$ cat config.mk
export PLATFORM = sky130hd
export DESIGN_NAME = tick_down_timer
export DESIGN_NICKNAME = d
export VERILOG_FILES = /design/src/rtl/tdt_pkg.sv /design/src/rtl/tdt_regs.sv /design/src/rtl/tdt_prescaler.sv /design/src/rtl/tdt_counter.sv /design/src/rtl/tick_down_timer.sv
export SDC_FILE = /design/constraint.sdc
export NUM_CORES = 1
export LEC_CHECK = 0
export ABC_AREA = 1
export BUFFER_PORTS_ARGS = -buffer_cell sky130_fd_sc_hd__buf_2
export CAP_MARGIN = 25
export CORE_UTILIZATION = 27
export CTS_CLUSTER_SIZE = 28
export DETAILED_ROUTE_END_ITERATION = 12
export GPL_ROUTABILITY_DRIVEN = 0
export PLACE_DENSITY = 0.56
export REMOVE_ABC_BUFFERS = 1
export SLEW_MARGIN = 10
export SYNTH_ARGS = -nofsm -noshare
export SYNTH_HDL_FRONTEND = slang
export SYNTH_SLANG_ARGS = --single-unit
$ cat constraint.sdc
create_clock -name clk -period 2.5 [get_ports clk]
set_input_delay 0.5 -clock clk [delete_from_list [all_inputs] [get_ports clk]]
set_output_delay 0.5 -clock clk [all_outputs]
set_load 0.02 [all_outputs]
$ cat src/rtl/tdt_pkg.sv
package tdt_pkg;
  localparam int DATA_W   = 32;
  localparam int ADDR_W   = 5;
  localparam int CNT_W    = 24;
  localparam int PSC_W    = 8;
  localparam int RUN_BIT  = 30;
  localparam int MODE_BIT = 27;
  localparam logic [ADDR_W-1:0] OFS_CTRL  = 5'h00;
  localparam logic [ADDR_W-1:0] OFS_LOAD  = 5'h08;
  localparam logic [ADDR_W-1:0] OFS_COUNT = 5'h10;
endpackage

$ cat src/rtl/tdt_regs.sv
module tdt_regs
  import tdt_pkg::*;
#(
  parameter int CW = CNT_W,
  parameter int PW = PSC_W
) (
  input  logic          clk,
  input  logic          rst,
  input  logic          ctrl_wr,
  input  logic          load_wr,
  input  logic          wr_run,
  input  logic          wr_mode,
  input  logic [PW-1:0] wr_psc,
  input  logic [CW-1:0] wr_load,
  input  logic          self_stop,
  output logic          run,
  output logic          periodic,
  output logic [PW-1:0] psc,
  output logic [CW-1:0] load_val,
  output logic          start
);

  assign start = ctrl_wr && wr_run && !run;

  always_ff @(posedge clk) begin
    if (rst) begin
      run      <= 1'b0;
      periodic <= 1'b0;
      psc      <= '0;
      load_val <= '0;
    end else begin
      if (ctrl_wr) begin
        run      <= wr_run;
        periodic <= wr_mode;
        psc      <= wr_psc;
      end else if (self_stop) begin
        run <= 1'b0;
      end
      if (load_wr) begin
        load_val <= wr_load;
      end
    end
  end


  oneshot_stop_chk: assert property (@(posedge clk) disable iff (rst)
    (self_stop && !ctrl_wr) |=> !run);


  stop_write_chk: assert property (@(posedge clk) disable iff (rst)
    (ctrl_wr && !wr_run) |=> !run);

endmodule

$ cat src/rtl/tdt_prescaler.sv
module tdt_prescaler
  import tdt_pkg::*;
#(
  parameter int PW = PSC_W
) (
  input  logic          clk,
  input  logic          rst,
  input  logic          run,
  input  logic          restart,
  input  logic [PW-1:0] psc,
  output logic          tick
);

  logic [PW-1:0] phase;

  assign tick = run && !restart && (phase >= psc);

  always_ff @(posedge clk) begin
    if (rst) begin
      phase <= '0;
    end else if (restart || !run || tick) begin
      phase <= '0;
    end else begin
      phase <= phase + PW'(1);
    end
  end


  phase_step_chk: assert property (@(posedge clk) disable iff (rst)
    (run && !restart && !tick) |=> (phase == $past(phase) + PW'(1)));


  phase_restart_chk: assert property (@(posedge clk) disable iff (rst)
    restart |=> (phase == '0));

endmodule

$ cat src/rtl/tdt_counter.sv
module tdt_counter
  import tdt_pkg::*;
#(
  parameter int CW = CNT_W
) (
  input  logic          clk,
  input  logic          rst,
  input  logic          load,
  input  logic [CW-1:0] load_val,
  input  logic          tick,
  input  logic          periodic,
  output logic [CW-1:0] cnt,
  output logic          self_stop
);

  logic at_zero;

  assign at_zero   = (cnt == '0);
  assign self_stop = tick && !periodic && (cnt <= CW'(1));

  always_ff @(posedge clk) begin
    if (rst) begin
      cnt <= '0;
    end else if (load) begin
      cnt <= load_val;
    end else if (tick) begin
      if (at_zero) begin
        cnt <= periodic ? load_val : '0;
      end else begin
        cnt <= cnt - CW'(1);
      end
    end
  end


  dec_step_chk: assert property (@(posedge clk) disable iff (rst)
    (tick && !load && !at_zero) |=> (cnt == $past(cnt) - CW'(1)));


  reload_chk: assert property (@(posedge clk) disable iff (rst)
    (tick && !load && at_zero && periodic) |=> (cnt == $past(load_val)));


  floor_chk: assert property (@(posedge clk) disable iff (rst)
    (tick && !load && at_zero && !periodic) |=> (cnt == '0));


  hold_chk: assert property (@(posedge clk) disable iff (rst)
    (!tick && !load) |=> $stable(cnt));


  load_chk: assert property (@(posedge clk) disable iff (rst)
    load |=> (cnt == $past(load_val)));

endmodule

$ cat src/rtl/tick_down_timer.sv
module tick_down_timer
  import tdt_pkg::*;
#(
  parameter int AW = ADDR_W,
  parameter int DW = DATA_W,
  parameter int CW = CNT_W,
  parameter int PW = PSC_W
) (
  input  logic          clk,
  input  logic          rst,
  input  logic [AW-1:0] bus_addr,
  input  logic          bus_we,
  input  logic [DW-1:0] bus_wdata,
  output logic [DW-1:0] bus_rdata
);

  localparam int CNT_PAD = DW - CW;

  logic          ctrl_wr, load_wr;
  logic          run, periodic, start, tick, self_stop;
  logic [PW-1:0] psc;
  logic [CW-1:0] load_val, cnt;
  logic [DW-1:0] ctrl_word;
  logic          unused_wdata;

  assign unused_wdata = ^bus_wdata;
  assign ctrl_wr = bus_we && (bus_addr == AW'(OFS_CTRL));
  assign load_wr = bus_we && (bus_addr == AW'(OFS_LOAD));

  tdt_regs #(.CW(CW), .PW(PW)) u_regs (
    .clk      (clk),
    .rst      (rst),
    .ctrl_wr  (ctrl_wr),
    .load_wr  (load_wr),
    .wr_run   (bus_wdata[RUN_BIT]),
    .wr_mode  (bus_wdata[MODE_BIT]),
    .wr_psc   (bus_wdata[PW-1:0]),
    .wr_load  (bus_wdata[CW-1:0]),
    .self_stop(self_stop),
    .run      (run),
    .periodic (periodic),
    .psc      (psc),
    .load_val (load_val),
    .start    (start)
  );

  tdt_prescaler #(.PW(PW)) u_psc (
    .clk    (clk),
    .rst    (rst),
    .run    (run),
    .restart(start),
    .psc    (psc),
    .tick   (tick)
  );

  tdt_counter #(.CW(CW)) u_cnt (
    .clk      (clk),
    .rst      (rst),
    .load     (start),
    .load_val (load_val),
    .tick     (tick),
    .periodic (periodic),
    .cnt      (cnt),
    .self_stop(self_stop)
  );

  always_comb begin
    ctrl_word           = '0;
    ctrl_word[RUN_BIT]  = run;
    ctrl_word[MODE_BIT] = periodic;
    ctrl_word[PW-1:0]   = psc;
  end

  always_ff @(posedge clk) begin
    if (rst) begin
      bus_rdata <= '0;
    end else begin
      case (bus_addr)
        AW'(OFS_CTRL):  bus_rdata <= ctrl_word;
        AW'(OFS_LOAD):  bus_rdata <= {{CNT_PAD{1'b0}}, load_val};
        AW'(OFS_COUNT): bus_rdata <= {{CNT_PAD{1'b0}}, cnt};
        default:        bus_rdata <= '0;
      endcase
    end
  end


  ctrl_reserved_chk: assert property (@(posedge clk) disable iff (rst)
    (bus_addr == AW'(OFS_CTRL)) |=> (bus_rdata[MODE_BIT-1:PW] == '0));


  count_read_chk: assert property (@(posedge clk) disable iff (rst)
    (bus_addr == AW'(OFS_COUNT)) |=> (bus_rdata == {{CNT_PAD{1'b0}}, $past(cnt)}));


  load_read_chk: assert property (@(posedge clk) disable iff (rst)
    (bus_addr == AW'(OFS_LOAD)) |=> (bus_rdata[DW-1:CW] == '0));

endmodule

==> results_dict.tcl <==
set metrics [dict create \
    via_per_inst 4.44 \
    fin_hold_ws_ps 400 \
    setup_viol 0 \
    nets 767 \
    multi_input_area_um2 2470 \
    reg2reg_depth 12 \
    max-slew-margin-rel_pct 59.7 \
    status "finished clean" \
    cts_hold_buf 0 \
    post_cts_buffers 0 \
    cp.required_ps 2750 \
    grt_pass1_vias 3957 \
    min_path_cells 3 \
    wl_met3_um 458 \
    finClkSkew_ps 9.27 \
    power.density_nw_per_um2 595 \
    cp_data_arrival_time_ps 2260 \
    cts_tree "built" \
    cp_max_fo 25 \
    r2r-start "u_regs.psc[6]" \
    htree_num_levels 3 \
    ff_latch_area_um2 1840 \
    dieArea_um2 18000 \
    worstSetupStartpointType "flip-flop" \
    clk_pin_slew_ps 70 \
    dr_total_vias 4168 \
    max_cap_violations 0 \
    min-delay-start "bus_wdata[0]" \
    rsz0062_at_grt "no" \
    core_area_um2 16800 \
    antenna_found_initial 0 \
    hpwlAfterDp_um 8610 \
    placementRows 47 \
    antenna_cells 0 \
    io_pins 72 \
    wl_met2_um 5440 \
    syn2layout_area_growth_pct 16.5 \
    fin_crit_sh_pct 80.6 \
    hp-class "input pin to flip-flop" \
    fin_crit_ps 2010 \
    fillers 1895 \
    total_power_mw 3.27 \
    synth.avg_cell_area_um2 7.11 \
    initial_utilization_pct 28.0 \
    numCtsBuffers 9 \
    drt-total-wl_um 12000 \
    layout-drive-gt1-share_pct 17.9 \
    setup_slack_ps 485 \
    grt_overflow 0 \
    drc_errors 0 \
    critical_path_class "flip-flop to flip-flop" \
    synth-seq-cells 92 \
    synth_area_um2 4710 \
    track_usage_pct 14.3 \
    max_freq_mhz 496 \
    totalNegativeSetupSlack_ps 0 \
    ys_seq_area_share_pct 39.1 \
    netlist.area_leader.share_pct 39.1 \
    min_to "u_regs.psc[0]" \
    clock_path_buffers 2 \
    yosysTopAreaCell "dfxtp_1" \
    wl_met1_um 5930 \
    wl_per_cell_um 12.8 \
    drtIter0Drc 203 \
    r2r-end "u_cnt.cnt[21]" \
    die_w_um 134 \
    synthCells 663 \
    ir_worst_vdd_mv 0.327 \
    yosysWarnings 0 \
    clock_latency_ps 350 \
    grt_pass1_wl_um 20000 \
    dpl_worst_slack_ps 456 \
    final-hold-violation-count 0 \
    synth_area_leaders "dfxtp_1, nand2_1, nor2_1" \
    end_kind "flip-flop" \
    cts.sinks 92 \
    ys_types 32 \
    power.leakage_nw 2.49 \
    clock-root-buffer "clkbuf_16" \
    io_buffers 59 \
    die-height_um 134 \
    grt_max_degree 44 \
    dr.pass1.iters 4 \
    dp_cells 924 \
    final_cells 939 \
    slew_violations 0 \
    tightest_slew_ps 604 \
    highest_layer "met4" \
    ff2ff_setup_slack_ps 490 \
    cts_resized 0 \
    drtAntennaViolNets 0 \
]
==> state kept, by name, summed over array words and instances, names as in the netlist <==
name,count
bus_rdata,26
u_cnt.cnt,24
u_psc.phase,8
u_regs.load_val,24
u_regs.periodic,1
u_regs.psc,8
u_regs.run,1
==> how the worst max path moves through the flow <==
stage | cells past startpoint | startpoint | end | slack [ps]
3_3_place_gp | 11 | bus_addr[3] | u_cnt.cnt[6] | 470
5_1_grt | 12 | u_regs.psc[7] | u_cnt.cnt[21] | 220
4_1_cts | 12 | u_regs.psc[6] | u_cnt.cnt[21] | 450
6_report | 12 | u_regs.psc[6] | u_cnt.cnt[21] | 490
2_1_floorplan | 6 | bus_addr[1] | u_regs.load_val[0] | 140
3_5_place_dp | 11 | bus_addr[1] | u_cnt.cnt[6] | 460
==> cell families after synthesis <==
logic type / count (synthesis) / share of synthesized area, %
XOR/XNOR: 20 / 3.72
AO/OA/AOI/OAI: 110 / 12.5
buffers and inverters: 88 / 8.89
AND/OR/NAND/NOR: 340 / 32.6
other: 1 / 0.0796
adder cells (fa/ha/maj): 12 / 3.19
flip-flops: 92 / 39.1
==> synth_stat cells <==
cell type,n
buf_6,5
nand2_2,13
nor2_1,87
o211ai_1,3
nand3_1,39
o21ai_1,2
nor2_4,6
nand4_1,6
xnor2_1,4
o21ai_0,44
nand3b_1,1
inv_1,50
buf_4,7
o21ai_2,7
buf_2,7
nor3_1,13
dfxtp_1,92
inv_2,2
conb_1,1
a21o_1,1
clkbuf_1,15
nand3_2,4
buf_1,1
ha_1,12
nand2_1,160
buf_12,1
nor2_8,1
xor2_1,16
nand3_4,2
nor2_2,6
a21oi_1,53
nand2_4,2
==> power breakdown <==
part	switching, mW	total, mW	internal (mW)
logic	0.240	0.372	0.132
registers	0.0102	1.49	1.48
clock network	0.582	1.41	0.826
total	0.833	3.27	2.43
==> routing by layer <==
metal	up-vias	GRT usage, %
li1	2207	-
met1	1882	18.8
met2	67	22.8
met3	12	3.51
met4	0	4.99
met5	-	0
==> final cells by class <==
cell class	instances	area share, %
flip-flops and latches	92	33.5
clock inverters	3	0.843
multi-input cells	488	45.0
repair buffers	72	7.38
inverters	52	3.55
clock buffers	12	4.67
well taps	220	5.01
==> cells in the final DEF, fill, tap and decap left out, types with 16 or more instances in the layout <==
master and count:
dfxtp_1 92, inv_1 50, buf_2 59, nor2_1 87
nand3_1 39, a21oi_1 53, nand2_1 160, xor2_1 16
o21ai_0 44
==> through the flow <==
step	utilization, %	area [µm²]
3_5_place_dp	30.9	5190
4_1_cts	32.7	5490
6_report	32.7	5490
5_1_grt	32.7	5490
2_1_floorplan	-	4510
3_3_place_gp	30.9	5190
==> worst max-delay path, stage by stage (launching register included) <==
cell	delay, ps
dfxtp_1	310
inv_1	70
ha_1	280
nand2_1	70
nor2_1	180
nand4_1	100
nand3_1	160
nand2_1	150
nand2_4	80
buf_4	270
nand2_1	80
nor2_1	90
nor2_1	50
Power figures use the tool's default switching activity.
